## config.mk

```make
export PLATFORM = sky130hd
export DESIGN_NAME = cart_bank_mapper
export DESIGN_NICKNAME = d
export VERILOG_FILES = /design/src/rtl/mapper_pkg.sv /design/src/rtl/mapper_decode.sv /design/src/rtl/mapper_commit_fsm.sv /design/src/rtl/mapper_chr_mux.sv /design/src/rtl/cart_bank_mapper.sv
export SDC_FILE = /design/constraint.sdc
export NUM_CORES = 1
export LEC_CHECK = 0
export ABC_AREA = 1
export BUFFER_PORTS_ARGS = -buffer_cell sky130_fd_sc_hd__buf_4
export CAP_MARGIN = 20
export CORE_MARGIN = 5
export CORE_UTILIZATION = 40
export CTS_CLUSTER_DIAMETER = 30
export DETAILED_ROUTE_END_ITERATION = 6
export PLACE_DENSITY_LB_ADDON = 0.2
export REMOVE_ABC_BUFFERS = 1
export SLEW_MARGIN = 20
export SYNTH_ARGS = -nofsm -noshare
export SYNTH_HDL_FRONTEND = slang
export SYNTH_SLANG_ARGS = --single-unit
```

## constraint.sdc

```tcl
create_clock -name clk -period 1.78 [get_ports clk]
set_clock_uncertainty 0.2 [all_clocks]
set_input_delay 0.178 -clock clk [delete_from_list [all_inputs] [get_ports clk]]
set_output_delay 0.178 -clock clk [all_outputs]
set_load 0.02 [all_outputs]
```

## src/rtl/mapper_pkg.sv

```systemverilog
package mapper_pkg;
    typedef enum logic [1:0] {
        SEL_NONE = 2'b00,
        SEL_PRG  = 2'b01,
        SEL_CHR0 = 2'b10,
        SEL_CHR1 = 2'b11
    } reg_sel_e;

    typedef enum logic {
        BUS_IDLE = 1'b0,
        BUS_HOLD = 1'b1
    } bus_state_e;
endpackage

```

## src/rtl/mapper_decode.sv

```systemverilog
module mapper_decode
    import mapper_pkg::*;
(
    input  logic [15:0] cpu_addr,
    input  logic        cpu_rw,
    input  logic        cpu_valid,
    input  logic        wram_en,
    output logic        ram_cs,
    output logic        ram_we,
    output reg_sel_e    reg_sel
);
    logic in_window;
    logic top_bytes;

    always_comb begin
        in_window = wram_en && (cpu_addr[15:13] == 3'b011);
        top_bytes = &cpu_addr[12:2];
        ram_cs    = in_window;
        ram_we    = in_window && cpu_valid && !cpu_rw;
        reg_sel   = SEL_NONE;
        if (in_window && !cpu_rw && top_bytes) begin
            unique case (cpu_addr[1:0])
                2'b01:   reg_sel = SEL_PRG;
                2'b10:   reg_sel = SEL_CHR0;
                2'b11:   reg_sel = SEL_CHR1;
                default: reg_sel = SEL_NONE;
            endcase
        end
    end
endmodule

```

## src/rtl/mapper_commit_fsm.sv

```systemverilog
module mapper_commit_fsm
    import mapper_pkg::*;
#(
    parameter int PRG_BITS = 1,
    parameter int CHR_BITS = 4
) (
    input  logic                clk,
    input  logic                rst,
    input  logic                cpu_valid,
    input  reg_sel_e            reg_sel,
    input  logic [7:0]          cpu_data,
    output logic [PRG_BITS-1:0] prg_bank,
    output logic [CHR_BITS-1:0] chr_bank0,
    output logic [CHR_BITS-1:0] chr_bank1
);
    localparam int DATA_W = (PRG_BITS > CHR_BITS) ? PRG_BITS : CHR_BITS;

    bus_state_e          state, state_nx;
    reg_sel_e            pend_sel;
    logic [DATA_W-1:0]   pend_data;

    always_comb begin
        state_nx = state;
        unique case (state)
            BUS_IDLE: if (cpu_valid && reg_sel != SEL_NONE) state_nx = BUS_HOLD;
            BUS_HOLD: if (!cpu_valid) state_nx = BUS_IDLE;
            default:  state_nx = BUS_IDLE;
        endcase
    end

    always_ff @(posedge clk) begin
        if (rst) state <= BUS_IDLE;
        else     state <= state_nx;
    end

    always_ff @(posedge clk) begin
        if (rst) begin
            pend_sel  <= SEL_NONE;
            pend_data <= '0;
            prg_bank  <= '0;
            chr_bank0 <= '0;
            chr_bank1 <= '0;
        end else begin
            unique case (state)
                BUS_IDLE: begin
                    if (cpu_valid && reg_sel != SEL_NONE) begin
                        pend_sel  <= reg_sel;
                        pend_data <= cpu_data[DATA_W-1:0];
                    end
                end
                BUS_HOLD: begin
                    if (cpu_valid) begin
                        pend_data <= cpu_data[DATA_W-1:0];
                    end else begin
                        unique case (pend_sel)
                            SEL_PRG:  prg_bank  <= pend_data[PRG_BITS-1:0];
                            SEL_CHR0: chr_bank0 <= pend_data[CHR_BITS-1:0];
                            SEL_CHR1: chr_bank1 <= pend_data[CHR_BITS-1:0];
                            default:  ;
                        endcase
                        pend_sel <= SEL_NONE;
                    end
                end
                default: ;
            endcase
        end
    end
endmodule

```

## src/rtl/mapper_chr_mux.sv

```systemverilog
module mapper_chr_mux #(
    parameter int CHR_BITS = 4
) (
    input  logic                ppu_a12,
    input  logic [CHR_BITS-1:0] chr_bank0,
    input  logic [CHR_BITS-1:0] chr_bank1,
    output logic [CHR_BITS-1:0] chr_bank
);
    for (genvar b = 0; b < CHR_BITS; b++) begin : g_bit
        assign chr_bank[b] = ppu_a12 ? chr_bank1[b] : chr_bank0[b];
    end
endmodule

```

## src/rtl/cart_bank_mapper.sv

```systemverilog
module cart_bank_mapper
    import mapper_pkg::*;
#(
    parameter int PRG_BITS = 1,
    parameter int CHR_BITS = 4
) (
    input  logic                     clk,
    input  logic                     rst,
    input  logic [15:0]              cpu_addr,
    input  logic [7:0]               cpu_data,
    input  logic                     cpu_rw,
    input  logic                     cpu_valid,
    input  logic                     wram_en,
    input  logic [12:0]              ppu_addr,
    output logic [PRG_BITS+14:0]     prg_rom_addr,
    output logic [CHR_BITS+11:0]     chr_rom_addr,
    output logic                     ram_cs,
    output logic                     ram_we,
    output logic                     mirror_h
);
    reg_sel_e            reg_sel;
    logic [PRG_BITS-1:0] prg_bank;
    logic [CHR_BITS-1:0] chr_bank0, chr_bank1, chr_bank;

    mapper_decode u_decode (
        .cpu_addr  (cpu_addr),
        .cpu_rw    (cpu_rw),
        .cpu_valid (cpu_valid),
        .wram_en   (wram_en),
        .ram_cs    (ram_cs),
        .ram_we    (ram_we),
        .reg_sel   (reg_sel)
    );

    mapper_commit_fsm #(.PRG_BITS(PRG_BITS), .CHR_BITS(CHR_BITS)) u_fsm (
        .clk       (clk),
        .rst       (rst),
        .cpu_valid (cpu_valid),
        .reg_sel   (reg_sel),
        .cpu_data  (cpu_data),
        .prg_bank  (prg_bank),
        .chr_bank0 (chr_bank0),
        .chr_bank1 (chr_bank1)
    );

    mapper_chr_mux #(.CHR_BITS(CHR_BITS)) u_mux (
        .ppu_a12   (ppu_addr[12]),
        .chr_bank0 (chr_bank0),
        .chr_bank1 (chr_bank1),
        .chr_bank  (chr_bank)
    );

    always_comb begin
        prg_rom_addr = {prg_bank, cpu_addr[14:0]};
        chr_rom_addr = {chr_bank, ppu_addr[11:0]};
        mirror_h     = 1'b1;
    end
endmodule

```

==> results of run 1 <==
[sequential cells by signal (all words and copies together) (netlist names)]
register	count
u_fsm.chr_bank1	4
u_fsm.pend_sel	2
u_fsm.state	1
u_fsm.prg_bank	1
u_fsm.pend_data	4
u_fsm.chr_bank0	4
[cells by family after synthesis]
group,share of synthesized area
AO/OA/AOI/OAI,0.1238
flip-flops,0.3077
buffers and inverters,0.2993
AND/OR/NAND/NOR,0.2656
other,0.003602
[synthesized netlist by cell type]
cell type | count | share of area
buf_4 | 30 | 0.22
nor3_1 | 1 | 0.0048
nand3_2 | 1 | 0.0096
nor2_4 | 1 | 0.011
nand2_1 | 15 | 0.054
nor2_2 | 2 | 0.012
nand2_4 | 1 | 0.011
a21oi_1 | 14 | 0.067
nand4_1 | 4 | 0.024
a31oi_1 | 1 | 0.0060
dfxtp_1 | 16 | 0.31
nor2_1 | 24 | 0.087
nor3_4 | 1 | 0.016
inv_2 | 3 | 0.011
clkbuf_1 | 2 | 0.0072
nor3b_1 | 1 | 0.0072
o211ai_2 | 1 | 0.012
inv_1 | 18 | 0.065
o21ai_0 | 8 | 0.038
nor4_1 | 1 | 0.0060
nand3_1 | 5 | 0.024
conb_1 | 1 | 0.0036
[layer usage]
metal	GRT usage	wire length [µm]	vias up
met4	0.07430	50	0
met3	0.05870	299	5
met1	0.1592	865	398
li1	-	-	495
met2	0.2260	1063	43
met5	0.07143	0	-
[tightest hold or removal path, stage by stage]
cell,delay [ns]
buf_4,0.07
inv_1,0.03
nand3_1,0.06
nand2_1,0.05
nor2_1,0.08
[worst max-delay path by stage]
| stage | startpoint | end | depth (start not counted) |
|---|---|---|---|
| after CTS | cpu_valid | u_fsm.chr_bank1[1] | 6 |
| after floorplan | u_fsm.state | u_fsm.chr_bank1[0] | 5 |
| after global placement | u_fsm.state | u_fsm.chr_bank1[0] | 5 |
| after global routing | cpu_valid | u_fsm.chr_bank1[1] | 6 |
| after detailed placement | u_fsm.state | u_fsm.chr_bank1[1] | 5 |
| final | cpu_valid | u_fsm.chr_bank1[1] | 6 |
[metrics by stage]
stage          cell area [µm²]  utilization  worst slack (ns)  hold slack, ns  instances
6_report                  1285       0.5187            0.1938         0.01544        205
5_1_grt                   1285       0.5187           0.07183         0.04936        205
4_1_cts                   1285       0.5187            0.1986         0.01058        205
3_5_place_dp              1199       0.4838            0.3899          0.1561        196
3_3_place_gp              1199       0.4838            0.3974          0.1561        196
2_1_floorplan            808.3            -            0.5451         0.04707        119
[what timing repair did]
item | in CTS | in global routing
endpoints found under the hold margin | 7 | 0
gates resized for setup | 0 | 0
hold buffers | 5 | 0
[final cells by class]
cell class | instances | area share
sequential | 16 | 0.2493
multi-input combinational | 82 | 0.3184
inverter | 21 | 0.06134
timing repair buffer | 52 | 0.3135
clock buffer | 4 | 0.02824
tap | 30 | 0.02921
[where the power goes]
part           switching, mW  internal, mW  total, mW  leakage, nW
Sequential        0.00000183         0.358      0.358        0.129
Clock                  0.112         0.125      0.236       0.0210
Combinational         0.0806        0.0803      0.161        0.474
==> run_results.csv, run 1 <==
group,metric,value,unit
detailed_routing,first_pass_iters,4,
clocking,cts_root_buf,"clkbuf_4",
final_layout,mostFrequentLayoutCells,"buf_4 (47), nor2_1 (24), inv_1 (18), dfxtp_1 (16), nand2_1 (15)",
job,max_cap_violations,0,
timing,hold_viol,0,
setup_path,reg2reg_to,"u_fsm.chr_bank1[1]",
global_route,antenna_found_initial,0,
logic_synthesis,yosys.cell_types.count,22,
logic_synthesis,ys_ff_latch,16,
detailed_routing,via_per_inst,4.590,
clocking,clk_path_buf_depth,2,
clocking,clk_latency,0.28,ns
logic_synthesis,synth_cells,151,
floorplanning,start_util,0.4202,
global_route,grt_pass1_vias,939,
timing,rsz0062_at_grt,"false",
detailed_routing,ant_nets,0,
logic_synthesis,synth_warnings,0,
timing,final_max_slew_viol_count,0,
setup_path,path_cells,"dlygate4sd3_1 -> buf_4 -> nor2_4 -> nand3_1 -> o21ai_0 -> a21oi_1",
power,power,754.9,µW
final_layout,mostFrequentLayoutCell,"buf_4",
floorplanning,core,2477,µm²
global_route,grt_overflow,0,
detailed_routing,avgRoutedWirePerCell,11.11,µm
clocking,path_clk_slew,0.09,ns
timing,min_period_over_period,0.8911,
final_layout,layout-drive-gt1-share,0.3486,
clocking,htreeDepth,1,
setup_path,worstRegToRegCells,5,
final_layout,area_growth,23.44,%
logic_synthesis,netlist_area,1041,µm²
setup_path,crit_buf_inv,2,
floorplanning,row_count,18,
global_route,grt_pass1_wl,3967,µm
setup_path,crit_family,"buffers and inverters",
detailed_routing,drc_errors,0,
setup_path,worst_path_max_delay_cell,"dlygate4sd3_1",
floorplanning,top_level_ports,77,
setup_path,crit_fanout,11,
clocking,clock-sinks,16,
detailed_routing,vias,941,
timing,setup_viol_count_final,0,
clocking,cts_setup_buffers,0,
setup_path,path_class,"in -> reg",
setup_path,start_kind,"input pin",
min_path,holdPathStages,5,
logic_synthesis,ys_seq_area_frac,0.3077,
setup_path,reg2reg_from,"u_fsm.state",
final_layout,nNetsFinal,218,
power,leakage,0.6241,nW
final_layout,fillers,271,
global_route,track_usage,0.1429,
min_path,holdCritStartpoint,"cpu_data[3]",
setup_path,cp.required,1.76,ns
timing,fmaxAchievable,630.5,MHz
floorplanning,die_h,61.02,µm
final_layout,multi_input_area,409.1,µm²
power,ir_worst_vdd,0.0002649,V
global_route,grt_max_degree,13,
placed_design,gp_congestion,0.6988,
floorplanning,die_area,3723,µm²
clocking,cts_buffers,3,
min_path,whs_endpoint,"u_fsm.pend_data[3]",
timing,setup_tns,0,ns
clocking,cts_tree,"built",
final_layout,num_antenna_cells,0,
setup_path,cp_data_arrival_time,1.56,ns
placed_design,dp_hpwl,1891,µm
floorplanning,die_w,61.02,µm
detailed_routing,routed_wl,2278,µm
setup_path,r2r_setup_slack,0.40,ns
logic_synthesis,syn_area_per_cell,6.894,µm²
detailed_routing,drt-initial-drc-count,16,
setup_path,cp-end-kind,"flop",
placed_design,numPortBuffers,47,
min_path,hp-class,"in -> reg",
power,power_density,587.5,nW/µm²
timing,period_needed,1.586,ns
final_layout,seqCellArea,320.3,µm²
status,status,"completed",
setup_path,slowest_delay,0.54,ns
No activity file was read; power rests on OpenSTA's default activity.
==> inputs of run 2 (changes only) <==
--- a/config.mk
+++ b/config.mk
@@ -6,7 +6,7 @@
 export NUM_CORES = 1
 export LEC_CHECK = 0
 export ABC_AREA = 1
-export BUFFER_PORTS_ARGS = -buffer_cell sky130_fd_sc_hd__buf_4
+export BUFFER_PORTS_ARGS = -buffer_cell sky130_fd_sc_hd__buf_2
 export CAP_MARGIN = 20
 export CORE_MARGIN = 5
 export CORE_UTILIZATION = 40
==> run 2 against run 1 <==
Global-route usage fell by 0.99 points. Non-clock buffer count fell by 1. Flip-flop and latch count did not move. Worst hold slack got worse by 0.011 ns. Via count fell by 1.3%. Maximum frequency rose by 15%. Critical path depth fell by 1. Register-to-register slack barely moved. Critical path type is now reg -> reg. Largest power group unchanged. Highest routed layer unchanged.
==> run_results.csv, run 2 (synthesis gave the netlist of run 1 again) <==
group,metric,value,unit
status,status,"completed",
floorplanning,die_area,3723,µm²
min_path,hp-class,"in -> reg",
placed_design,dp_worst_setup_slack,0.3745,ns
floorplanning,die_w,61.02,µm
global_route,grt_overflow,0,
final_layout,reg_top3,"u_fsm.chr_bank0 (4), u_fsm.chr_bank1 (4), u_fsm.pend_data (4)",
timing,min_period_over_period,0.7773,
timing,setup_tns,0,ns
setup_path,cp_data_arrival_time,1.37,ns
detailed_routing,drt-initial-drc-count,27,
final_layout,num_antenna_cells,0,
timing,setup_ws,0.3965,ns
timing,period_needed,1.384,ns
clocking,clk_path_buf_depth,2,
placed_design,numPortBuffers,47,
setup_path,crit_fanout,8,
setup_path,path_cells,"inv_1 -> nor2_4 -> nand3_1 -> o21ai_0 -> a21oi_1",
detailed_routing,ant_nets,0,
power,ir_worst_vdd,0.0002791,V
final_layout,mostFrequentLayoutCell,"buf_2",
setup_path,cp-end-kind,"flop",
timing,hold_viol,0,
final_layout,nNetsFinal,217,
clocking,path_clk_slew,0.10,ns
setup_path,worstRegToRegCells,5,
power,power_density,631.8,nW/µm²
clocking,cts_setup_buffers,0,
clocking,htreeDepth,1,
job,max_cap_violations,0,
min_path,holdPathStages,3,
clocking,hold_buffers,4,
detailed_routing,first_pass_iters,4,
timing,fmaxAchievable,722.8,MHz
setup_path,path_class,"reg -> reg",
placed_design,dp_cells,196,
setup_path,reg2reg_to,"u_fsm.chr_bank1[0]",
min_path,holdCritStartpoint,"cpu_addr[0]",
floorplanning,die_h,61.02,µm
final_layout,finalNonFillerCells,204,
floorplanning,top_level_ports,77,
detailed_routing,via_per_inst,4.554,
floorplanning,row_count,18,
detailed_routing,drc_errors,0,
setup_path,worst_path_max_delay_cell,"dfxtp_1",
floorplanning,core,2477,µm²
power,leakage,0.5839,nW
clocking,clk_latency,0.29,ns
global_route,antenna_found_initial,0,
global_route,track_usage,0.1330,
detailed_routing,vias,929,
min_path,whs_endpoint,"u_fsm.pend_sel[0]",
global_route,grt_pass1_vias,901,
final_layout,area_growth,11.18,%
clocking,cts_tree,"built",
clocking,clock-sinks,16,
global_route,grt_max_degree,13,
clocking,cts_root_buf,"clkbuf_4",
detailed_routing,routed_wl,2255,µm
setup_path,cp.required,1.76,ns
detailed_routing,avgRoutedWirePerCell,11.05,µm
global_route,grt_pass1_wl,3677,µm
setup_path,reg2reg_from,"u_fsm.state",
placed_design,gp_congestion,0.7168,
floorplanning,start_util,0.4202,
final_layout,fin_area,1157,µm²
placed_design,placed_cell_area,1081,µm²
final_layout,mostFrequentLayoutCells,"buf_2 (47), nor2_1 (24), inv_1 (18), dfxtp_1 (16), nand2_1 (15)",
final_layout,layout-drive-gt1-share,0.3506,
setup_path,critPathLaunch,"u_fsm.state",
placed_design,dp_hpwl,1824,µm
timing,final_max_slew_viol_count,0,
timing,rsz0062_at_grt,"false",
clocking,cts_buffers,3,
setup_path,slowest_delay,0.34,ns
setup_path,start_kind,"flop",
clocking,post_cts_resized,0,
setup_path,r2r_setup_slack,0.40,ns
timing,setup_viol_count_final,0,
## run 2: cell types whose count changed in the layout (fill, tap and decap cells not counted), sizes merged
cell         change
dlygate4sd3      -1
## run 2: worst max-delay path by stage
stage,to,slack [ns]
floorplan,u_fsm.chr_bank1[0],0.55
global placement,u_fsm.chr_bank1[2],0.40
detailed placement,u_fsm.chr_bank1[0],0.37
CTS,u_fsm.chr_bank1[0],0.37
global route,u_fsm.chr_bank1[1],0.24
finish,u_fsm.chr_bank1[0],0.40
## run 2: routing by layer
metal  global-route usage  part of all wire
met1               0.1429              0.39
met2               0.2137              0.46
met3              0.05451              0.13
met4              0.07430             0.014
met5              0.07143                 0
## run 2: cell type report
cell class | instances | area (µm²)
Fill cell | 280 | 1320
Multi-Input combinational cell | 82 | 409.1
Sequential cell | 16 | 320.3
Timing Repair Buffer | 51 | 275.3
Inverter | 21 | 78.83
Tap cell | 30 | 37.54
Clock buffer | 4 | 36.28
## run 2: per-stage QoR
stage	power [mW]	utilization	hold WS, ns
6_report	0.7313	0.4672	0.004908
5_1_grt	0.7636	0.4672	0.02521
4_1_cts	0.7395	0.4672	0.001372
3_5_place_dp	0.4892	0.4364	0.1561
3_3_place_gp	0.4877	0.4364	0.1561
2_1_floorplan	0.3988	-	0.04707
## run 2: worst max-delay path: cells and delay by family, from the launching register on
family	cells	cell delay [ns]
AND/OR/NAND/NOR	2	0.37
flip-flops	1	0.34
AO/OA/AOI/OAI	2	0.27
buffers and inverters	1	0.09
## run 2: power by group
group	switching, mW	leakage, nW	internal [mW]
sequential	0.00000175	0.129	0.358
combinational	0.0781	0.434	0.0505
clock	0.120	0.0210	0.125
total	0.198	0.584	0.533
